### config.mk
export PLATFORM = sky130hd
export DESIGN_NAME = tick_timer_top
export DESIGN_NICKNAME = d
export VERILOG_FILES = /design/src/rtl/tick_timer_pkg.sv /design/src/rtl/tick_prescaler.sv /design/src/rtl/tick_counter.sv /design/src/rtl/tick_regs.sv /design/src/rtl/tick_timer_top.sv
export SDC_FILE = /design/constraint.sdc
export NUM_CORES = 1
export LEC_CHECK = 0
export BUFFER_PORTS_ARGS = -buffer_cell sky130_fd_sc_hd__buf_2
export CELL_PAD_IN_SITES_DETAIL_PLACEMENT = 0
export CELL_PAD_IN_SITES_GLOBAL_PLACEMENT = 1
export CORE_MARGIN = 8
export CORE_UTILIZATION = 37
export CTS_CLUSTER_SIZE = 10
export DETAILED_ROUTE_END_ITERATION = 12
export PLACE_DENSITY = 0.69
export SLEW_MARGIN = 20
export SYNTH_ARGS = -nofsm -noshare
export SYNTH_HDL_FRONTEND = slang
export SYNTH_SLANG_ARGS = --single-unit
### constraint.sdc
create_clock -name clk -period 3.05 [get_ports clk]
set_input_delay 0 -clock clk [delete_from_list [all_inputs] [get_ports clk]]
set_output_delay 0 -clock clk [all_outputs]
set_load 0.02 [all_outputs]
### src/rtl/tick_timer_pkg.sv
package tick_timer_pkg;

    localparam int CNT_W  = 16;
    localparam int PRE_W  = 4;
    localparam int ADDR_W = 3;
    localparam int DIV_W  = 1 << PRE_W;

    localparam logic [ADDR_W-1:0] OFS_CTRL  = 3'd0;
    localparam logic [ADDR_W-1:0] OFS_MOD   = 3'd2;
    localparam logic [ADDR_W-1:0] OFS_COUNT = 3'd4;

    typedef struct packed {
        logic [PRE_W-1:0] pre;
        logic             doze;
        logic             dbg;
        logic             ovw;
        logic             ie;
        logic             rld;
        logic             en;
    } ctrl_t;

    function automatic ctrl_t unpack_ctrl(input logic [PRE_W-1:0] pre,
                                          input logic [6:0] low);
        ctrl_t c;
        c.pre  = pre;
        c.doze = low[6];
        c.dbg  = low[5];
        c.ovw  = low[4];
        c.ie   = low[3];
        c.rld  = low[1];
        c.en   = low[0];
        return c;
    endfunction

    function automatic logic cfg_differs(input ctrl_t a, input ctrl_t b);
        return (a.pre != b.pre) || (a.doze != b.doze) || (a.dbg != b.dbg) ||
               (a.ovw != b.ovw) || (a.rld != b.rld) || (a.en != b.en);
    endfunction

endpackage

### src/rtl/tick_prescaler.sv
module tick_prescaler
    import tick_timer_pkg::*;
#(
    parameter int P_W = PRE_W,
    localparam int D_W = 1 << P_W
) (
    input  logic           clk,
    input  logic           rst,
    input  logic           run_i,
    input  logic           restart_i,
    input  logic [P_W-1:0] pre_i,
    output logic           tick_o
);
    logic [D_W-1:0] ps_q;
    logic [D_W-1:0] limit;
    logic           hit;

    always_comb begin
        limit = {D_W{1'b1}} >> (D_W - 1 - int'(pre_i));
        hit   = (ps_q == limit);
    end

    assign tick_o = run_i && !restart_i && hit;

    always_ff @(posedge clk) begin
        if (rst) begin
            ps_q <= '0;
        end else if (!run_i || restart_i || hit) begin
            ps_q <= '0;
        end else begin
            ps_q <= ps_q + 1'b1;
        end
    end

    assert_ps_idle_R2: assert property (@(posedge clk) disable iff (rst)
        !run_i |=> (ps_q == '0));
    assert_ps_restart_R8: assert property (@(posedge clk) disable iff (rst)
        restart_i |=> (ps_q == '0));
endmodule

### src/rtl/tick_counter.sv
module tick_counter
    import tick_timer_pkg::*;
#(
    parameter int C_W = CNT_W
) (
    input  logic           clk,
    input  logic           rst,
    input  logic           tick_i,
    input  logic           load_i,
    input  logic [C_W-1:0] load_val_i,
    input  logic           reload_en_i,
    input  logic [C_W-1:0] modulus_i,
    output logic [C_W-1:0] count_o,
    output logic           expire_o
);
    logic [C_W-1:0] count_q;
    logic [C_W-1:0] reload_val;

    assign reload_val = reload_en_i ? modulus_i : {C_W{1'b1}};
    assign expire_o   = tick_i && (count_q == '0);
    assign count_o    = count_q;

    always_ff @(posedge clk) begin
        if (rst) begin
            count_q <= '0;
        end else if (load_i) begin
            count_q <= load_val_i;
        end else if (tick_i) begin
            count_q <= (count_q == '0) ? reload_val : count_q - 1'b1;
        end
    end

    assert_dec_R2: assert property (@(posedge clk) disable iff (rst)
        (tick_i && !load_i && count_q != '0) |=> (count_q == $past(count_q) - 1'b1));
    assert_hold_R2: assert property (@(posedge clk) disable iff (rst)
        (!tick_i && !load_i) |=> $stable(count_q));
    assert_reload_R3: assert property (@(posedge clk) disable iff (rst)
        (tick_i && !load_i && count_q == '0 && reload_en_i) |=> (count_q == $past(modulus_i)));
    assert_rollover_R4: assert property (@(posedge clk) disable iff (rst)
        (tick_i && !load_i && count_q == '0 && !reload_en_i) |=> (count_q == {C_W{1'b1}}));
    assert_overwrite_R9: assert property (@(posedge clk) disable iff (rst)
        load_i |=> (count_q == $past(load_val_i)));
endmodule

### src/rtl/tick_regs.sv
module tick_regs
    import tick_timer_pkg::*;
#(
    parameter int C_W = CNT_W
) (
    input  logic              clk,
    input  logic              rst,
    input  logic              wr_i,
    input  logic [ADDR_W-1:0] addr_i,
    input  logic [C_W-1:0]    wdata_i,
    input  logic              expire_i,
    input  logic [C_W-1:0]    count_i,
    output ctrl_t             ctrl_o,
    output logic [C_W-1:0]    modulus_o,
    output logic              restart_o,
    output logic              load_o,
    output logic [C_W-1:0]    rdata_o,
    output logic              irq_o
);
    ctrl_t          ctrl_q;
    ctrl_t          ctrl_new;
    logic [C_W-1:0] mod_q;
    logic           flag_q;
    logic           ctrl_wr;
    logic           mod_wr;
    logic [11:0]    ctrl_word;
    logic           unused_bits;

    assign unused_bits = ^{wdata_i[C_W-1:12], wdata_i[7]};

    assign ctrl_wr   = wr_i && (addr_i == OFS_CTRL);
    assign mod_wr    = wr_i && (addr_i == OFS_MOD);
    assign ctrl_new  = unpack_ctrl(wdata_i[11:8], wdata_i[6:0]);
    assign restart_o = ctrl_wr && cfg_differs(ctrl_new, ctrl_q);
    assign load_o    = mod_wr && ctrl_q.ovw;
    assign ctrl_o    = ctrl_q;
    assign modulus_o = mod_q;
    assign irq_o     = ctrl_q.ie && flag_q;

    always_ff @(posedge clk) begin
        if (rst) begin
            ctrl_q <= '0;
            mod_q  <= '0;
            flag_q <= 1'b0;
        end else begin
            if (ctrl_wr) begin
                ctrl_q <= ctrl_new;
            end
            if (mod_wr) begin
                mod_q <= wdata_i;
            end
            if (expire_i) begin
                flag_q <= 1'b1;
            end else if (ctrl_wr && wdata_i[2]) begin
                flag_q <= 1'b0;
            end
        end
    end

    assign ctrl_word = {ctrl_q.pre, 1'b0, ctrl_q.doze, ctrl_q.dbg, ctrl_q.ovw,
                        ctrl_q.ie, flag_q, ctrl_q.rld, ctrl_q.en};

    always_comb begin
        case (addr_i)
            OFS_CTRL:  rdata_o = {{(C_W-12){1'b0}}, ctrl_word};
            OFS_MOD:   rdata_o = mod_q;
            OFS_COUNT: rdata_o = count_i;
            default:   rdata_o = '0;
        endcase
    end

    assert_flag_set_R3: assert property (@(posedge clk) disable iff (rst)
        expire_i |=> flag_q);
    assert_flag_rise_R3: assert property (@(posedge clk) disable iff (rst)
        $rose(flag_q) |-> $past(expire_i));
    assert_w1c_R6: assert property (@(posedge clk) disable iff (rst)
        (ctrl_wr && wdata_i[2] && !expire_i) |=> !flag_q);
    assert_irq_needs_flag_R5: assert property (@(posedge clk) disable iff (rst)
        $rose(irq_o) |-> ($past(expire_i) || $past(ctrl_wr)));
endmodule

### src/rtl/tick_timer_top.sv
module tick_timer_top
    import tick_timer_pkg::*;
#(
    parameter int C_W = CNT_W
) (
    input  logic              clk,
    input  logic              rst,
    input  logic              reg_wr,
    input  logic [ADDR_W-1:0] reg_addr,
    input  logic [C_W-1:0]    reg_wdata,
    output logic [C_W-1:0]    reg_rdata,
    output logic              irq_o
);
    ctrl_t          ctrl;
    logic [C_W-1:0] modulus;
    logic [C_W-1:0] count;
    logic           restart;
    logic           load;
    logic           tick;
    logic           expire;

    tick_regs #(.C_W(C_W)) regs_i (
        .clk       (clk),
        .rst       (rst),
        .wr_i      (reg_wr),
        .addr_i    (reg_addr),
        .wdata_i   (reg_wdata),
        .expire_i  (expire),
        .count_i   (count),
        .ctrl_o    (ctrl),
        .modulus_o (modulus),
        .restart_o (restart),
        .load_o    (load),
        .rdata_o   (reg_rdata),
        .irq_o     (irq_o)
    );

    tick_prescaler #(.P_W(PRE_W)) pre_i (
        .clk       (clk),
        .rst       (rst),
        .run_i     (ctrl.en),
        .restart_i (restart),
        .pre_i     (ctrl.pre),
        .tick_o    (tick)
    );

    tick_counter #(.C_W(C_W)) cnt_i (
        .clk         (clk),
        .rst         (rst),
        .tick_i      (tick),
        .load_i      (load),
        .load_val_i  (reg_wdata),
        .reload_en_i (ctrl.rld),
        .modulus_i   (modulus),
        .count_o     (count),
        .expire_o    (expire)
    );

    assert_restart_no_step_R8: assert property (@(posedge clk) disable iff (rst)
        (restart && !load) |=> $stable(count));
endmodule

# Word level (Yosys, flattened, before mapping)
# Index checks and enable logic that the tools add are counted.
totals:
  register_bits: 59
  in_bits: 22
  output_inout_bits: 17
classes:
  addsub: 3
  eq_ne: 9
  n_shift: 1
  n_mux: 7
  reduce_logical: 23
ops:
  columns: ["operator", "count"]
  rows:
  - ["16-bit 2-to-1 mux", 4]
  - ["16-bit one-hot mux with 3 select lines", 1]
  - ["16-bit by 32-bit >> shifter with 16-bit output (first input constant)", 1]
  - ["16-bit by 1-bit adder with 16-bit output (second input constant)", 1]
  - ["16-bit == test", 1]
  - ["16-bit logical NOT", 1]
  - ["16-bit by 1-bit subtractor with 16-bit output (second input constant)", 1]
  - ["1-bit logical AND", 9]
  - ["1-bit logical OR", 7]
  - ["1-bit inequality test", 5]
  - ["4-bit by 4-bit subtractor with 5-bit output (first input constant)", 1]
  - ["4-bit inequality test", 1]
  - ["2-bit nonzero test", 2]
  - ["3-bit by 2-bit == test with 1-bit output (second input constant)", 1]
  - ["3-bit == test (second input constant)", 1]
  - ["3-bit logical NOT", 1]
  - ["1-bit logical NOT", 2]
  - ["1-bit 2-to-1 mux", 2]
  - ["2-bit OR reduction", 1]

# Logic depth before layout (Yosys ltp)
# Gate-level depths: netlist of the first run.
logic_depth:
  word_depth: 12
  mapped_depth: 12

# Hierarchy
# From an unflattened synthesis of the first run, not the netlist that was laid out.
unflattened:
  hier_cells: 516
  area_unflattened_um2: 4022.6
by_module_without_submodules:
  columns: ["module", "n_inst", "cells_per_inst", "area_per_inst_um2"]
  rows:
  - ["tick_regs", 1, 189, 1466.4]
  - ["tick_counter", 1, 181, 1408.9]
  - ["tick_prescaler", 1, 146, 1147.4]

# Least setup slack after synthesis of the first run
# OpenSTA, ideal clock, no wires.
synth_timing:
  kind: "reg-to-reg"
  from: "register regs_i.ctrl_q, in the netlist regs_i.ctrl_o[9]"
  to: "register cnt_i.count_q[3] (netlist: cnt_i.count_o[3])"
  t_arrival_ns: 2.476
  required_ns: 2.977
  slack_ns: 0.501
  path_stages_with_launch: 10
  path_buffers: 2
  path_cell_list: "dfxtp_1 -> buf_2 -> xnor2_1 -> mux2i_1 -> o22a_1 -> or4_1 -> or4_4 -> buf_6 -> mux2_4 -> nor3_2"
synth_between:
  elab_chain_len: 11
  word_cells_on_any_way: 14
  classes_between: "add/sub (1); eq/ne (2); shift (1); reduce/logical (10)"
synth_lines:
  columns: ["element", "line_no", "rtl"]
  rows:
  - ["from (decl)", "tick_regs.sv:20", "ctrl_t ctrl_q;"]
  - ["from (signal assigned)", "tick_regs.sv:47", "ctrl_q <= ctrl_new;"]
  - ["parallel branches: the longest is 9 deep, another holds 4-bit by 4-bit subtractor with 5-bit output", null, null]
  - ["1-bit logical AND (*)", "tick_prescaler.sv:23", "assign tick_o = run_i && !restart_i && hit;"]
  - ["2-bit nonzero test (no source line) (*)", null, null]
  - ["to (signal assigned)", "tick_counter.sv:27", "count_q <= load_val_i;"]
  - ["to (signal assigned)", "tick_counter.sv:29", "count_q <= (count_q == '0) ? reload_val : count_q - 1'b1;"]
  - ["to (decl)", "tick_counter.sv:16", "logic [C_W-1:0] count_q;"]
# Mark *: on every way between the ends.
# A chain may end at the register's enable or synchronous reset.

# Worst setup path after layout of the first run
layout_timing:
  from: "register regs_i.ctrl_q, in the netlist regs_i.ctrl_o[7]"
  to: "register cnt_i.count_q[10] (netlist: cnt_i.count_o[10])"
# Same word-level chain as after synthesis.

==> impl_metrics.json, run 1 <==
{
  "syn_nets": 557,
  "syn_to_final_growth_pct": 17.2,
  "dr.first_iter.drc_count": 286,
  "synth_area_leaders": "dfxtp_1 (31%), nor2_1 (8.0%), nand2_1 (7.1%)",
  "synth-seq-area-share_pct": 30.6,
  "critPathMaxFanout": 30,
  "skew_ps": 11.3,
  "numCtsBuffers": 9,
  "syn_area_per_cell_sq_um": 7.25,
  "syn_inst": 532,
  "clock_latency_ps": 350,
  "yosysMostFrequentCell": "nor2_1",
  "hold_depth": 2,
  "grt_usage_pct": 17.0,
  "fin_nets": 595,
  "dieArea_sq_um": 13900,
  "cts_max_level": 3,
  "synth_warnings": 0,
  "timing.fmax_mhz": 360,
  "hold_class": "in -> reg",
  "final_util_pct": 44.2,
  "synth-seq-cells": 59,
  "num_antenna_cells": 0,
  "drc": 0,
  "maxSlewHeadroom_pct": 42.5,
  "num_vias": 3842,
  "cts_tree": "built",
  "synth_ff_type": "dfxtp_1",
  "yosys-top-cells-count": "nor2_1 (82), nand2_1 (73), dfxtp_1 (59), a21oi_1 (51), clkbuf_1 (32)",
  "clock-root-buffer": "clkbuf_8",
  "rsz0062_at_grt": "false",
  "synth_cell_types": 59,
  "fillers": 1053,
  "drv_cap": 0,
  "setup_violations": 0,
  "multi_input_area_sq_um": 2420,
  "finalHoldViolCount": 0,
  "outcome": "completed",
  "synth-edff-count": 0,
  "worstPathRequired_ps": 3300,
  "syn-cell-area_sq_um": 3850,
  "port_buffers": 38,
  "drv_slew": 0,
  "worst_pin_slew_ps": 859,
  "gp_congestion": 0.887,
  "r2r_cells": 7,
  "wire_per_inst_um": 16.6,
  "dr.pass1.iters": 5,
  "synth_top_area_share_pct": 30.6,
  "fin_total_pwr_mw": 1.72,
  "drive_above_1_share_pct": 14.1,
  "postRouteWirelength_um": 11800,
  "power_density_nw_per_um2": 381,
  "via_per_inst": 5.40,
  "leakage_nw": 1.67,
  "die_y_um": 118,
  "crit_type": "reg -> reg",
  "synth_top_cell_by_area": "dfxtp_1",
  "cts_setup_buffers": 0,
  "hpwl_um": 8440,
  "die_w_um": 118,
  "hold_ws_ps": 55.7,
  "setup.worst_path.end_class": "flop",
  "rows": 37,
  "ios": 39,
  "cp.arrival_ps": 3030,
  "min_period_ps": 2780,
  "antenna_found_initial": 0,
  "synth-async-reset-ratio_pct": 0,
  "start_kind": "flop",
  "grt_overflow": 0,
  "start_util_pct": 37.7,
  "fin_crit_sh_pct": 91.0,
  "clock_sinks": 59,
  "grt_max_degree": 31,
  "fin_tns_setup_ps": 0,
  "grt_pass1_wl_um": 19400,
  "ant_nets": 0,
  "peakVddDrop_mv": 0.220,
  "clk_pin_slew_worst_paths_ps": 70,
  "cts_buffer_depth": 2,
  "core_area_sq_um": 10200,
  "seq_area_sq_um": 1180,
  "grt_pass1_vias": 3714
}
-- state kept, by name (all words and copies together), names as in the netlist --
signal            flops
pre_i.ps_q           16
regs_i.modulus_o     16
regs_i.ctrl_o        10
cnt_i.count_o        16
regs_i.flag_q         1
-- final timing paths --
check	startpoint	endpoint	slack (ps)
min	rst	regs_i.modulus_o[13]	60
min reg2reg	regs_i.modulus_o[0]	regs_i.modulus_o[0]	470
max reg2reg	regs_i.ctrl_o[7]	cnt_i.count_o[10]	270
max	regs_i.ctrl_o[7]	cnt_i.count_o[10]	270
-- where the power goes --
part	switching (mW)	internal (mW)	total (mW)
Sequential	0.00909	0.778	0.787
Combinational	0.0926	0.0642	0.157
Clock	0.322	0.458	0.779
Total	0.423	1.30	1.72
-- final cells by class --
class	count	area share (%)
Clock buffer	11	2.91
Clock inverter	5	1.72
Inverter	14	1.16
Multi-Input combinational cell	414	53.5
Sequential cell	59	26.2
Tap cell	136	3.77
Timing Repair Buffer	72	10.7
-- metrics by stage --
step / area (sq um) / instances / setup WS (ps)
after detailed placement: 4150 / 679 / 160
after floorplan: 3850 / 532 / 501
final: 4520 / 711 / 274
after global placement: 4150 / 679 / 233
after global routing: 4520 / 711 / 77.3
after CTS: 4520 / 711 / 152
-- worst max-delay path, cell delays in order (launching register included) --
cell	delay, ps
dfxtp_1	520
nand2_1	170
o21ai_0	180
a21oi_1	80
or4_1	500
or4_4	750
and3b_1	240
nor4_1	240
-- cells by family after synthesis --
family / after synthesis / share of synthesized area, %
AO/OA/AOI/OAI: 106 / 17.3
XOR/XNOR: 32 / 7.27
adder cells (fa/ha/maj): 3 / 0.974
buffers and inverters: 59 / 6.62
flip-flops: 59 / 30.6
multiplexers: 14 / 3.89
AND/OR/NAND/NOR: 259 / 33.3
-- placed cells by master (no fill, tap or decap), drive strengths merged, types with 3 or more instances in the layout --
cell / count
nor3b: 11
nor3: 14
xor2: 14
xnor2: 18
dfxtp: 59
ha: 3
nand2b: 5
inv: 14
nand3: 15
nand4: 3
clkbuf: 11
a211oi: 6
or4: 4
and3: 5
a311oi: 3
o21ai: 8
o31ai: 3
and3b: 10
nor2b: 4
nor4: 15
dlygate4sd3: 16
a22oi: 5
nand3b: 8
a31oi: 6
nor2: 83
o21bai: 3
buf: 56
a21oi: 51
mux2i: 12
nand2: 73
-- layer usage --
metal  wire length (um)  global-route usage [%]  up-vias
li1                   -                       -     1916
met1               5760                    23.4     1811
met2               5120                    25.7      103
met3                747                    3.79       12
met4                147                    5.52        0
met5                  0                       0        -
-- timing repair --
action	CTS	global route
gates resized for setup	0	1
endpoints found under the hold margin	40	0
hold buffers	16	0
endpoints found under the setup margin	0	5
(Power assumes the default switching activity.)
==> inputs of run 2 (changes only) <==
REMOVE_ABC_BUFFERS = 1   (was default)
TNS_END_PERCENT = 100   (was default)
==> run 2 against run 1 <==
Maximum frequency fell by 5.1%. Worst setup slack worse by 150 ps. Combinational power is essentially flat.
==> impl_metrics.json, run 2 (synthesis gave the netlist of run 1 again) <==
{
  "worstReg2RegStart": "regs_i.ctrl_o[9]",
  "swShare_pct": 24.9,
  "r2r-end": "cnt_i.count_o[7]",
  "cpLargestDelayFamily": "simple AND/OR/NAND/NOR gates",
  "setup_violations": 0,
  "skew_ps": 15.5,
  "dr.first_iter.drc_count": 242,
  "p_seq_share_pct": 43.9,
  "start_util_pct": 37.7,
  "cts_buffer_depth": 2,
  "cts_tree": "built",
  "final_cell_count_no_fill": 712,
  "num_antenna_cells": 0,
  "finalHoldViolCount": 0,
  "outcome": "completed",
  "hold_class": "in -> reg",
  "die_y_um": 118,
  "intPower_mw": 1.35,
  "mostFrequentLayoutCells": "nor2_1 (82), nand2_1 (73), dfxtp_1 (58)",
  "crit_type": "reg -> reg",
  "drv_cap": 0,
  "min_to": "regs_i.flag_q",
  "fillers": 1077,
  "critPathMaxFanout": 19,
  "dieArea_sq_um": 13900,
  "ant_nets": 0,
  "wire_per_inst_um": 17.1,
  "min_period_ps": 2930,
  "fin_tns_setup_ps": 0,
  "slowest_delay_ps": 710,
  "cts_max_level": 3,
  "hpwl_um": 8390,
  "worst_pin_slew_ps": 926,
  "path_cells": "buf_4, nand2b_1, o311ai_0, nor3b_1, nand3_1, or4_4, and3b_1, nor4_1",
  "fin_ws_ps": 124,
  "hp-start": "rst",
  "clock_latency_ps": 350,
  "hold_depth": 2,
  "drv_slew": 0,
  "maxSlewHeadroom_pct": 38.0,
  "final_common_cell": "nor2_1",
  "start_kind": "flop",
  "drive_above_1_share_pct": 14.4,
  "crit_buf_inv": 1,
  "crit_slowest_cell": "or4_4",
  "drc": 0,
  "worstSetupPathDepth": 8,
  "timing.fmax_mhz": 342,
  "grt_max_degree": 31,
  "fin_crit_sh_pct": 95.9,
  "core_area_sq_um": 10200,
  "clock_sinks": 59,
  "post-place-cells": 679,
  "rows": 37,
  "seq_area_sq_um": 1180,
  "ios": 39,
  "clock-root-buffer": "clkbuf_8",
  "postRouteWirelength_um": 12200,
  "die_w_um": 118,
  "setup.worst_path.end_class": "flop",
  "reg2reg_slack_ps": 120,
  "dr.pass1.iters": 4,
  "cp.arrival_ps": 3170,
  "pwr-share-clk_pct": 47.3,
  "power.switching_uw": 447,
  "pre_cts_ws_ps": 186,
  "fin_nets": 596,
  "power_density_nw_per_um2": 394,
  "antenna_found_initial": 0,
  "worstPathRequired_ps": 3290,
  "peakVddDrop_mv": 0.223,
  "numCtsBuffers": 9,
  "rsz0062_at_grt": "false",
  "grt_overflow": 0,
  "grt_pass1_vias": 3778,
  "num_vias": 3873,
  "port_buffers": 38,
  "multi_input_area_sq_um": 2430,
  "grt_usage_pct": 17.4,
  "leakage_nw": 1.68,
  "combPwrFrac_pct": 8.8,
  "r2r_cells": 8,
  "via_per_inst": 5.44,
  "grt_pass1_wl_um": 19900,
  "clk_pin_slew_worst_paths_ps": 80,
  "syn_to_final_growth_pct": 18.0,
  "gp_congestion": 0.870
}
-- run 2: cell count changes in the layout (fill, tap and decap cells not counted), sizes merged --
cell | previous run | this run
clkinv | 2 | 1
clkbuf | 11 | 12
or4 | 4 | 5
-- run 2: through the flow --
stage	area [sq um]	utilization (%)	power [mW]	hold slack [ps]
2_1_floorplan	3650	-	0.867	69.1
3_3_place_gp	4150	40.5	0.944	253
3_5_place_dp	4150	40.5	0.946	259
4_1_cts	4540	44.3	1.81	94.4
5_1_grt	4550	44.5	1.86	134
6_report	4550	44.5	1.79	112
-- run 2: cell type report --
class / count / area share, %
multi-input cells: 415 / 53.4
flip-flops and latches: 59 / 26.0
repair buffers: 72 / 10.7
well taps: 136 / 3.74
clock buffers: 12 / 3.41
clock inverters: 4 / 1.60
inverters: 14 / 1.16
-- run 2: how the worst max path moves through the flow --
stage | startpoint | to | slack (ps)
2_1_floorplan | regs_i.ctrl_o[9] | cnt_i.count_o[3] | 190
3_3_place_gp | regs_i.ctrl_o[9] | cnt_i.count_o[3] | 230
3_5_place_dp | regs_i.ctrl_o[9] | cnt_i.count_o[11] | 190
4_1_cts | regs_i.ctrl_o[9] | cnt_i.count_o[7] | 150
5_1_grt | regs_i.ctrl_o[9] | cnt_i.count_o[7] | 8
6_report | regs_i.ctrl_o[9] | cnt_i.count_o[7] | 120
-- run 2: power by group through the flow --
stage | logic (mW) | registers (mW) | clock network, mW
6_report | 0.159 | 0.787 | 0.848
5_1_grt | 0.173 | 0.788 | 0.903
4_1_cts | 0.157 | 0.787 | 0.867
3_5_place_dp | 0.141 | 0.805 | 0
3_3_place_gp | 0.140 | 0.805 | 0
2_1_floorplan | 0.0626 | 0.805 | 0
-- run 2: what timing repair did --
action	in CTS	in global routing
setup buffers	0	0
hold endpoints to repair	41	0
resized for setup	0	2
hold buffers	16	0
setup endpoints to repair	0	5
-- run 2: worst reg2reg max path, delay by kind of cell (launching register included) --
family | cells | cell delay (ps)
flip-flops | 1 | 500
buffers and inverters | 1 | 280
AO/OA/AOI/OAI | 1 | 130
AND/OR/NAND/NOR | 6 | 1920
-- run 2: routing by layer --
layer	vias to the layer above	wire [um]	track usage (%)
met5	-	0	0
met4	0	163	7.05
met3	13	505	3.17
met2	82	6080	30.4
met1	1854	5440	20.6
li1	1924	-	-
